File: src/rtl/irq_router_pkg.sv
package irq_router_pkg;
   localparam int REG_W  = 64;
   localparam int HALF_W = 32;
   localparam int OFF_W  = 12;
   localparam logic [OFF_W-1:0] OFF_RAW = 12'h300;

   // CPU0/1 masks sit in the low bank, CPU2/3 in the high bank
   function automatic logic [OFF_W-1:0] mask_off(input int c);
      if (c < 2) return 12'h200 + 12'(c * 64);
      else       return 12'h600 + 12'((c - 2) * 64);
   endfunction

   function automatic logic [OFF_W-1:0] view_off(input int c);
      return mask_off(c) + 12'h080;
   endfunction
endpackage

File: src/rtl/irq_raw_capture.sv
module irq_raw_capture #(
   parameter int NUM_LINES    = 64,
   parameter int CASCADE_LINE = 55
) (
   input  logic                 clk,
   input  logic                 rst_n,
   input  logic [NUM_LINES-1:0] lines_i,
   input  logic                 cascade_i,
   output logic [NUM_LINES-1:0] raw_o
);
   logic [NUM_LINES-1:0] next_raw;

   always_comb begin
      next_raw               = lines_i;
      next_raw[CASCADE_LINE] = cascade_i;
   end

   always_ff @(posedge clk or negedge rst_n) begin
      if (!rst_n) raw_o <= '0;
      else        raw_o <= next_raw;
   end
endmodule

File: src/rtl/irq_mask_bank.sv
module irq_mask_bank #(
   parameter int NUM_LINES = 64,
   parameter int NUM_CPU   = 4
) (
   input  logic                               clk,
   input  logic                               rst_n,
   input  logic [NUM_CPU-1:0]                 we_i,
   input  logic [NUM_LINES-1:0]               wdata_i,
   input  logic [NUM_LINES-1:0]               raw_i,
   output logic [NUM_CPU-1:0][NUM_LINES-1:0]  mask_o,
   output logic [NUM_CPU-1:0]                 irq_o
);
   for (genvar c = 0; c < NUM_CPU; c++) begin : g_cpu
      always_ff @(posedge clk or negedge rst_n) begin
         if (!rst_n)      mask_o[c] <= '0;
         else if (we_i[c]) mask_o[c] <= wdata_i;
      end
      assign irq_o[c] = |(mask_o[c] & raw_i);
   end
endmodule

File: src/rtl/irq_csr_port.sv
module irq_csr_port
   import irq_router_pkg::*;
#(
   parameter int NUM_LINES = 64,
   parameter int NUM_CPU   = 4
) (
   input  logic                               clk,
   input  logic                               rst_n,
   input  logic                               acc_en,
   input  logic                               acc_wr,
   input  logic [OFF_W-1:0]                   acc_addr,
   input  logic [HALF_W-1:0]                  acc_wdata,
   input  logic [NUM_LINES-1:0]               raw_i,
   input  logic [NUM_CPU-1:0][NUM_LINES-1:0]  mask_i,
   output logic [NUM_CPU-1:0]                 mask_we_o,
   output logic [NUM_LINES-1:0]               mask_wdata_o,
   output logic                               rsp_valid,
   output logic [HALF_W-1:0]                  rsp_rdata,
   output logic                               rsp_err
);
   logic [HALF_W-1:0] stage_q;
   logic [OFF_W-1:0]  base;
   logic              upper, aligned, hit, commit, lo_read, err_now;
   logic [REG_W-1:0]  rd_val, joined;

   assign base    = {acc_addr[OFF_W-1:3], 3'b000};
   assign upper   = acc_addr[2];
   assign aligned = (acc_addr[1:0] == 2'b00);
   assign joined  = {acc_wdata, stage_q};
   assign mask_wdata_o = joined[NUM_LINES-1:0];
   assign commit  = acc_en && acc_wr && upper;
   assign lo_read = acc_en && !acc_wr && !upper;

   always_comb begin
      hit       = 1'b0;
      rd_val    = '0;
      mask_we_o = '0;
      if (base == OFF_RAW) begin
         hit = aligned;
         rd_val[NUM_LINES-1:0] = raw_i;
      end
      for (int c = 0; c < NUM_CPU; c++) begin
         if (base == mask_off(c)) begin
            hit = aligned;
            rd_val[NUM_LINES-1:0] = mask_i[c];
            mask_we_o[c] = commit && aligned;
         end
         if (base == view_off(c)) begin
            hit = aligned;
            rd_val[NUM_LINES-1:0] = mask_i[c] & raw_i;
         end
      end
   end

   assign err_now = !hit && (commit || lo_read);

   always_ff @(posedge clk or negedge rst_n) begin
      if (!rst_n) begin
         stage_q   <= '0;
         rsp_valid <= 1'b0;
         rsp_err   <= 1'b0;
         rsp_rdata <= '0;
      end else begin
         rsp_valid <= acc_en;
         rsp_err   <= err_now;
         if (acc_en && acc_wr && !upper)
            stage_q <= acc_wdata;
         else if (lo_read && hit)
            stage_q <= rd_val[REG_W-1:HALF_W];
         if (acc_en && !acc_wr)
            rsp_rdata <= upper ? stage_q : (hit ? rd_val[HALF_W-1:0] : '1);
         else
            rsp_rdata <= '0;
      end
   end
endmodule

File: src/rtl/irq_router.sv
module irq_router
   import irq_router_pkg::*;
#(
   parameter int NUM_LINES    = 64,
   parameter int NUM_CPU      = 4,
   parameter int CASCADE_LINE = 55
) (
   input  logic                 clk,
   input  logic                 rst_n,
   input  logic [NUM_LINES-1:0] irq_lines,
   input  logic                 cascade_irq,
   input  logic                 acc_en,
   input  logic                 acc_wr,
   input  logic [OFF_W-1:0]     acc_addr,
   input  logic [HALF_W-1:0]    acc_wdata,
   output logic                 rsp_valid,
   output logic [HALF_W-1:0]    rsp_rdata,
   output logic                 rsp_err,
   output logic [NUM_CPU-1:0]   cpu_irq
);
   if (NUM_LINES < 1 || NUM_LINES > REG_W) begin : g_bad_lines
      $error("NUM_LINES must be 1..64");
   end
   if (NUM_CPU < 1 || NUM_CPU > 4) begin : g_bad_cpu
      $error("NUM_CPU must be 1..4");
   end
   if (CASCADE_LINE < 0 || CASCADE_LINE >= NUM_LINES) begin : g_bad_casc
      $error("CASCADE_LINE out of range");
   end

   logic [NUM_LINES-1:0]              raw_q;
   logic [NUM_CPU-1:0][NUM_LINES-1:0] mask_q;
   logic [NUM_CPU-1:0]                mask_we;
   logic [NUM_LINES-1:0]              mask_wdata;

   irq_raw_capture #(.NUM_LINES(NUM_LINES), .CASCADE_LINE(CASCADE_LINE)) u_raw (
      .clk(clk), .rst_n(rst_n), .lines_i(irq_lines), .cascade_i(cascade_irq),
      .raw_o(raw_q));

   irq_mask_bank #(.NUM_LINES(NUM_LINES), .NUM_CPU(NUM_CPU)) u_masks (
      .clk(clk), .rst_n(rst_n), .we_i(mask_we), .wdata_i(mask_wdata),
      .raw_i(raw_q), .mask_o(mask_q), .irq_o(cpu_irq));

   irq_csr_port #(.NUM_LINES(NUM_LINES), .NUM_CPU(NUM_CPU)) u_csr (
      .clk(clk), .rst_n(rst_n), .acc_en(acc_en), .acc_wr(acc_wr),
      .acc_addr(acc_addr), .acc_wdata(acc_wdata), .raw_i(raw_q),
      .mask_i(mask_q), .mask_we_o(mask_we), .mask_wdata_o(mask_wdata),
      .rsp_valid(rsp_valid), .rsp_rdata(rsp_rdata), .rsp_err(rsp_err));
endmodule

File: config.mk
export PLATFORM = sky130hd
export DESIGN_NAME = irq_router
export DESIGN_NICKNAME = d
export VERILOG_FILES = /design/src/rtl/irq_router_pkg.sv /design/src/rtl/irq_raw_capture.sv /design/src/rtl/irq_mask_bank.sv /design/src/rtl/irq_csr_port.sv /design/src/rtl/irq_router.sv
export SDC_FILE = /design/constraint.sdc
export NUM_CORES = 1
export LEC_CHECK = 0
export ABC_AREA = 0
export ABC_CLOCK_PERIOD_IN_PS = 1550
export BUFFER_PORTS_ARGS = -buffer_cell sky130_fd_sc_hd__buf_4
export CORE_MARGIN = 8
export CORE_UTILIZATION = 56
export CTS_BUF_LIST = sky130_fd_sc_hd__clkbuf_4
export CTS_CLUSTER_SIZE = 24
export DETAILED_ROUTE_END_ITERATION = 7
export PLACE_DENSITY_LB_ADDON = 0.15
export SKIP_LAST_GASP = 1
export SYNTH_ARGS = -nofsm -noshare
export SYNTH_HDL_FRONTEND = slang
export SYNTH_HIERARCHICAL = 1
export SYNTH_SLANG_ARGS = --single-unit
export TNS_END_PERCENT = 30
File: constraint.sdc
create_clock -name clk -period 1.55 [get_ports clk]
set_clock_uncertainty 0.05 [all_clocks]
set_input_delay 0.0775 -clock clk [delete_from_list [all_inputs] [get_ports clk]]
set_output_delay 0.0775 -clock clk [all_outputs]
set_load 0.02 [all_outputs]
==> results by stage <==
Status:
- The flow ran to the end, but the final reports show violations.
- The final reports fail on hold timing, setup timing.

Yosys:
- Dividing the synthesized area by the synthesized cell count gives 11.75 µm².
- After synthesis, the cell types taking the most area are sky130_fd_sc_hd__dfrtp_1 50%, sky130_fd_sc_hd__mux2_2 17%, sky130_fd_sc_hd__a221oi_1 4.4%, sky130_fd_sc_hd__a22o_1 2.9%, sky130_fd_sc_hd__mux2i_1 2.1%.
- Summing every instance area after synthesis gives 19160 µm².
- Ranked by instance count, the synthesized netlist is headed by 386 x sky130_fd_sc_hd__dfrtp_1, 281 x sky130_fd_sc_hd__mux2_2, 96 x sky130_fd_sc_hd__a221oi_1.
- The biggest area contributor in the post-synthesis netlist is sky130_fd_sc_hd__dfrtp_1.
- The area fraction in compound gates after synthesis is 19.02%.
- The dominant combinational cell family by area after synthesis is compound AO/OA/AOI/OAI gates.
- The basic-gate share of the synthesized area counting and, or, nand and nor cells is 7.288%.
- The portion of the post-synthesis area used by sequential elements is 50.42%.
- The xor/xnor cell area share of the yosys netlist is 0.04572%.
- The cell with the most instances after synthesis is sky130_fd_sc_hd__dfrtp_1.
- After synthesis the netlist holds a flip-flop and latch count of 386.
- In the synthesized netlist the async set-or-reset flop fraction comes to 100.0%.
- The number of distinct library cell variants in the gate-level netlist after synthesis is 49.
- After technology mapping, the gate count stands at 1630.
- The synthesized netlist devotes 0% of its cell area to adder and majority cells.
- The net count after synthesis is 1743.
- During synthesis, Yosys emitted a total of 6 warnings.
- The top cell type by area accounts for 50.42% of the synthesized area.
- The most frequently used flop master after synthesis is sky130_fd_sc_hd__dfrtp_1.
- The portion of synthesized area spent on multiplexers is 18.61%.
- The count of flip-flops with a built-in enable after synthesis is 0.

Setup path:
- By startpoint and endpoint, the worst setup path is classified as register to output pin.
- STA classifies the critical path endpoint as an output pin.
- The cell type of the slowest stage on the worst timing path is sky130_fd_sc_hd__or4_4.
- Counting both buffers and inverters, the worst setup path holds a total of 1.
- Of all nets on the critical path, the largest fanout is 5.
- The worst register-to-register path ends at u_csr/stage_q[25].
- The launch point of the worst reg-to-reg path is u_masks/mask_o[121].
- Data on the critical path arrives at its endpoint at 2.98 ns.
- In this run the register-to-register setup slack is -0.17 ns.
- The kind of start point of the critical path is a register.
- In this design, the largest share of critical-path delay is due to simple AND/OR/NAND/NOR gates.
- The required time at the worst-slack endpoint is 1.42 ns.
- The number of cells on the worst reg-to-reg path is 7.
- The delay of the slowest cell on the worst path is 0.62 ns.
- Traced cell by cell, the critical path runs through a22o_1 > a221oi_1 > nand4_1 > or4_4 > buf_4.

STA:
- After layout, the minimum clock period comes to 3.111 ns.
- The setup TNS is -7.694 ns.
- The slew at the pin closest to its max-slew limit is 0.4965 ns.
- The maximum frequency from static timing analysis is 321.4 MHz.
- The worst-case setup margin in the final layout is -1.561 ns.
- The ratio of final minimum period to clock period is 200.7%.
- Setup violations remaining at the end of the flow were counted as 43.
- The total count of max-transition violations in the final report is 0.
- The headroom to the max-slew limit is 66.90%.
- The hold slack is -0.04177 ns.
- The number of hold-slack violations in the final timing report came to 6.
- Setup repair after global routing could not meet its margin everywhere.

Run:
- The max capacitance violation total is 0.

Routing:
- For this run, design rule violations remaining after detail routing come to 0.
- For this block, the via count after detailed routing is 19080.
- The number of iterations in the first detailed-routing pass is 7.
- The detailed router finished its first iteration with 2256 violations.
- After detailed routing, the number of vias per cell comes to 6.628.
- The average routed wire per standard cell is 28.24 µm.
- The final antenna-violating net count is 0.
- Wires add up to 81290 µm.

Global routing:
- The largest net degree at the start of global routing is 72.
- Summed over all layers, the global routing overflow is 0.
- For this run, global-route usage on met3 was measured as 11.65%.
- For this run, the total global-route usage over all layers was measured as 38.79%.
- The first global-routing pass estimated 120600 µm of wire.
- The via count of the first global-routing pass was 19780.
- For met2 alone, demand over resource in global routing was 58.90%.
- The number of antenna violations at the first check in global routing was 5.
- The met1 global-route usage is 47.94%.
- After global routing, the most crowded layer is met2.

Hold path:
- The cell depth of the worst hold path is 5.
- The hold path startpoint is acc_addr[6].
- In this run the worst hold path is classified as input pin to register.
- The path with the worst hold slack has its endpoint at u_masks/mask_o[150].

Floorplanning:
- The area of the die is 40390 µm².
- The die is 201.0 µm tall.
- In this run the standard cell core region covers 33620 µm².
- The initial core utilization is 56.99%.
- Measured along the x axis, the die boundary spans 201.0 µm.
- The I/O pin total is 151.
- The number of placement rows is 67.

Finish:
- The final-stage net count is 2467.
- The final cell count without fillers is 2879.
- The share of layout cells above drive strength 1 is 47.08%.
- Cells fill 82.67% of the core in the end.
- The growth of design area from synthesis to finish is 45.06%.

Clocking:
- The clock net sink count is 386.
- At the later pin of the worst-skew pair, clock insertion delay measures 0.82 ns.
- The number of H-tree branching levels is 3.
- Buffers inserted to repair hold after CTS numbered 192.
- The clock buffer count from CTS is 100.
- The clock passes through at most 3 buffers.
- The clock root buffer is sky130_fd_sc_hd__clkbuf_4.
- The CTS tree is done.
- The clock transition at the registers of the reported paths is 0.07 ns.

Pwr:
- Net switching is 27.89% of the power.
- The register share of total power is 47.8%.
- Summed over all cells, the static leakage comes to 13.38 nW.
- The power per cell area is 808.4 nW/µm².
- The post-layout total power is 22.47 mW.
- Summed over all nets, the switching power comes to 6.266 mW.
- The internal portion of the total power is 16.20 mW.
- IR analysis of the VDD net gives a maximum drop of 0.0006137 V.
- The part of the power in the clock network is 40.8%.
- The combinational share of power is 11.4%.

Placed design:
- The congestion estimate from routability-driven global placement came to 0.9659.
- The HPWL after detailed placement is 51110 µm.
- The count of placed standard cells including taps is 2501.
- The post-placement setup slack is -1.140 ns.
- Port buffering added 149 buffers.
routing by layer:
| layer | share of wire [%] | vias to the layer above | wire, µm |
|---|---|---|---|
| met1 | 36 | 9378 | 28980 |
| li1 | - | 7739 | - |
| met4 | 6.7 | 2 | 5457 |
| met5 | 0.063 | - | 51 |
| met2 | 44 | 1549 | 36120 |
| met3 | 13 | 414 | 10680 |
area by class of cell:
| class | instances | area [µm²] |
|---|---|---|
| Fill cell | 1922 | 5824 |
| Inverter | 34 | 127.6 |
| Clock inverter | 27 | 155.1 |
| Tap cell | 448 | 560.5 |
| Sequential cell | 386 | 9673 |
| Timing Repair Buffer | 775 | 7079 |
| Multi-Input combinational cell | 1057 | 9070 |
| Clock buffer | 149 | 1119 |
| Antenna cell | 3 | 7.507 |
cell usage in the layout (no fill, tap or decap), types with 33 or more instances in the layout:
cell type / Yosys / layout
sky130_fd_sc_hd__mux2i_1: 40 / 38
sky130_fd_sc_hd__buf_12: 0 / 51
sky130_fd_sc_hd__nand2_1: 85 / 79
sky130_fd_sc_hd__dfrtp_1: 386 / 375
sky130_fd_sc_hd__nand2b_1: 57 / 56
sky130_fd_sc_hd__inv_1: 33 / 33
sky130_fd_sc_hd__dlygate4sd3_1: 0 / 186
sky130_fd_sc_hd__a221oi_1: 96 / 74
sky130_fd_sc_hd__mux2_2: 281 / 260
sky130_fd_sc_hd__a22o_1: 64 / 64
sky130_fd_sc_hd__clkbuf_4: 0 / 149
sky130_fd_sc_hd__nor2_1: 43 / 41
sky130_fd_sc_hd__buf_4: 33 / 520
sky130_fd_sc_hd__a21oi_1: 64 / 64
cells by family after synthesis:
kind of cell,count (synthesis)
AOI/OAI and AO/OA,459
DFF,386
muxes,321
and+or+nand+nor,276
buffers and inverters,187
xor gates and xnor gates,1
worst register-to-register path, stage by stage, from the launching register on:
cell and delay, ns:
sky130_fd_sc_hd__dfrtp_1 0.43, sky130_fd_sc_hd__buf_6 0.14, sky130_fd_sc_hd__buf_4 0.13, sky130_fd_sc_hd__mux2_4 0.28, sky130_fd_sc_hd__nand2_4 0.08, sky130_fd_sc_hd__o22ai_1 0.09, sky130_fd_sc_hd__a311oi_2 0.30, sky130_fd_sc_hd__o31ai_1 0.09
registers in the layout, summed over array words and instances (netlist names):
| register | count |
|---|---|
| u_csr/rsp_err | 1 |
| u_csr/rsp_rdata | 32 |
| u_csr/rsp_valid | 1 |
| u_csr/stage_q | 32 |
| u_masks/mask_o | 256 |
| u_raw/raw_o | 64 |
worst max path at each step:
stage | end | cells past startpoint | slack (ns) | from
after floorplan | u_masks/mask_o[0] | 6 | -0.20 | acc_addr[6]
after global placement | cpu_irq[2] | 5 | -1.22 | u_raw/raw_o[24]
after detailed placement | cpu_irq[3] | 5 | -1.14 | u_raw/raw_o[24]
after CTS | cpu_irq[3] | 5 | -1.52 | u_raw/raw_o[24]
after global routing | cpu_irq[3] | 5 | -1.57 | u_raw/raw_o[29]
final | cpu_irq[3] | 5 | -1.56 | u_raw/raw_o[29]
timing repair:
| action | in CTS | in global routing |
|---|---|---|
| pin swaps | 18 | 20 |
| setup endpoints to repair | 24 | 237 |
| gates cloned | 0 | 6 |
| resized for setup | 34 | 50 |
| buffers inserted | 1 | 4 |
| hold endpoints to repair | 640 | 6 |
through the flow:
| step | hold slack, ns | cell area, µm² |
|---|---|---|
| finish | -0.04177 | 27790 |
| global route | -0.07431 | 27790 |
| detailed placement | -0.06512 | 24020 |
| CTS | -0.1009 | 27420 |
| global placement | -0.06767 | 24020 |
| floorplan | -0.2681 | 19390 |
power by group through the flow:
stage / Clock [mW] / Combinational, mW / Sequential [mW]
finish: 9.16 / 2.56 / 10.7
global route: 9.77 / 2.69 / 10.7
CTS: 9.15 / 2.45 / 10.7
detailed placement: 0 / 2.03 / 10.9
global placement: 0 / 2.00 / 10.9
floorplan: 0 / 0.729 / 10.8
(Power assumes the default switching activity.)
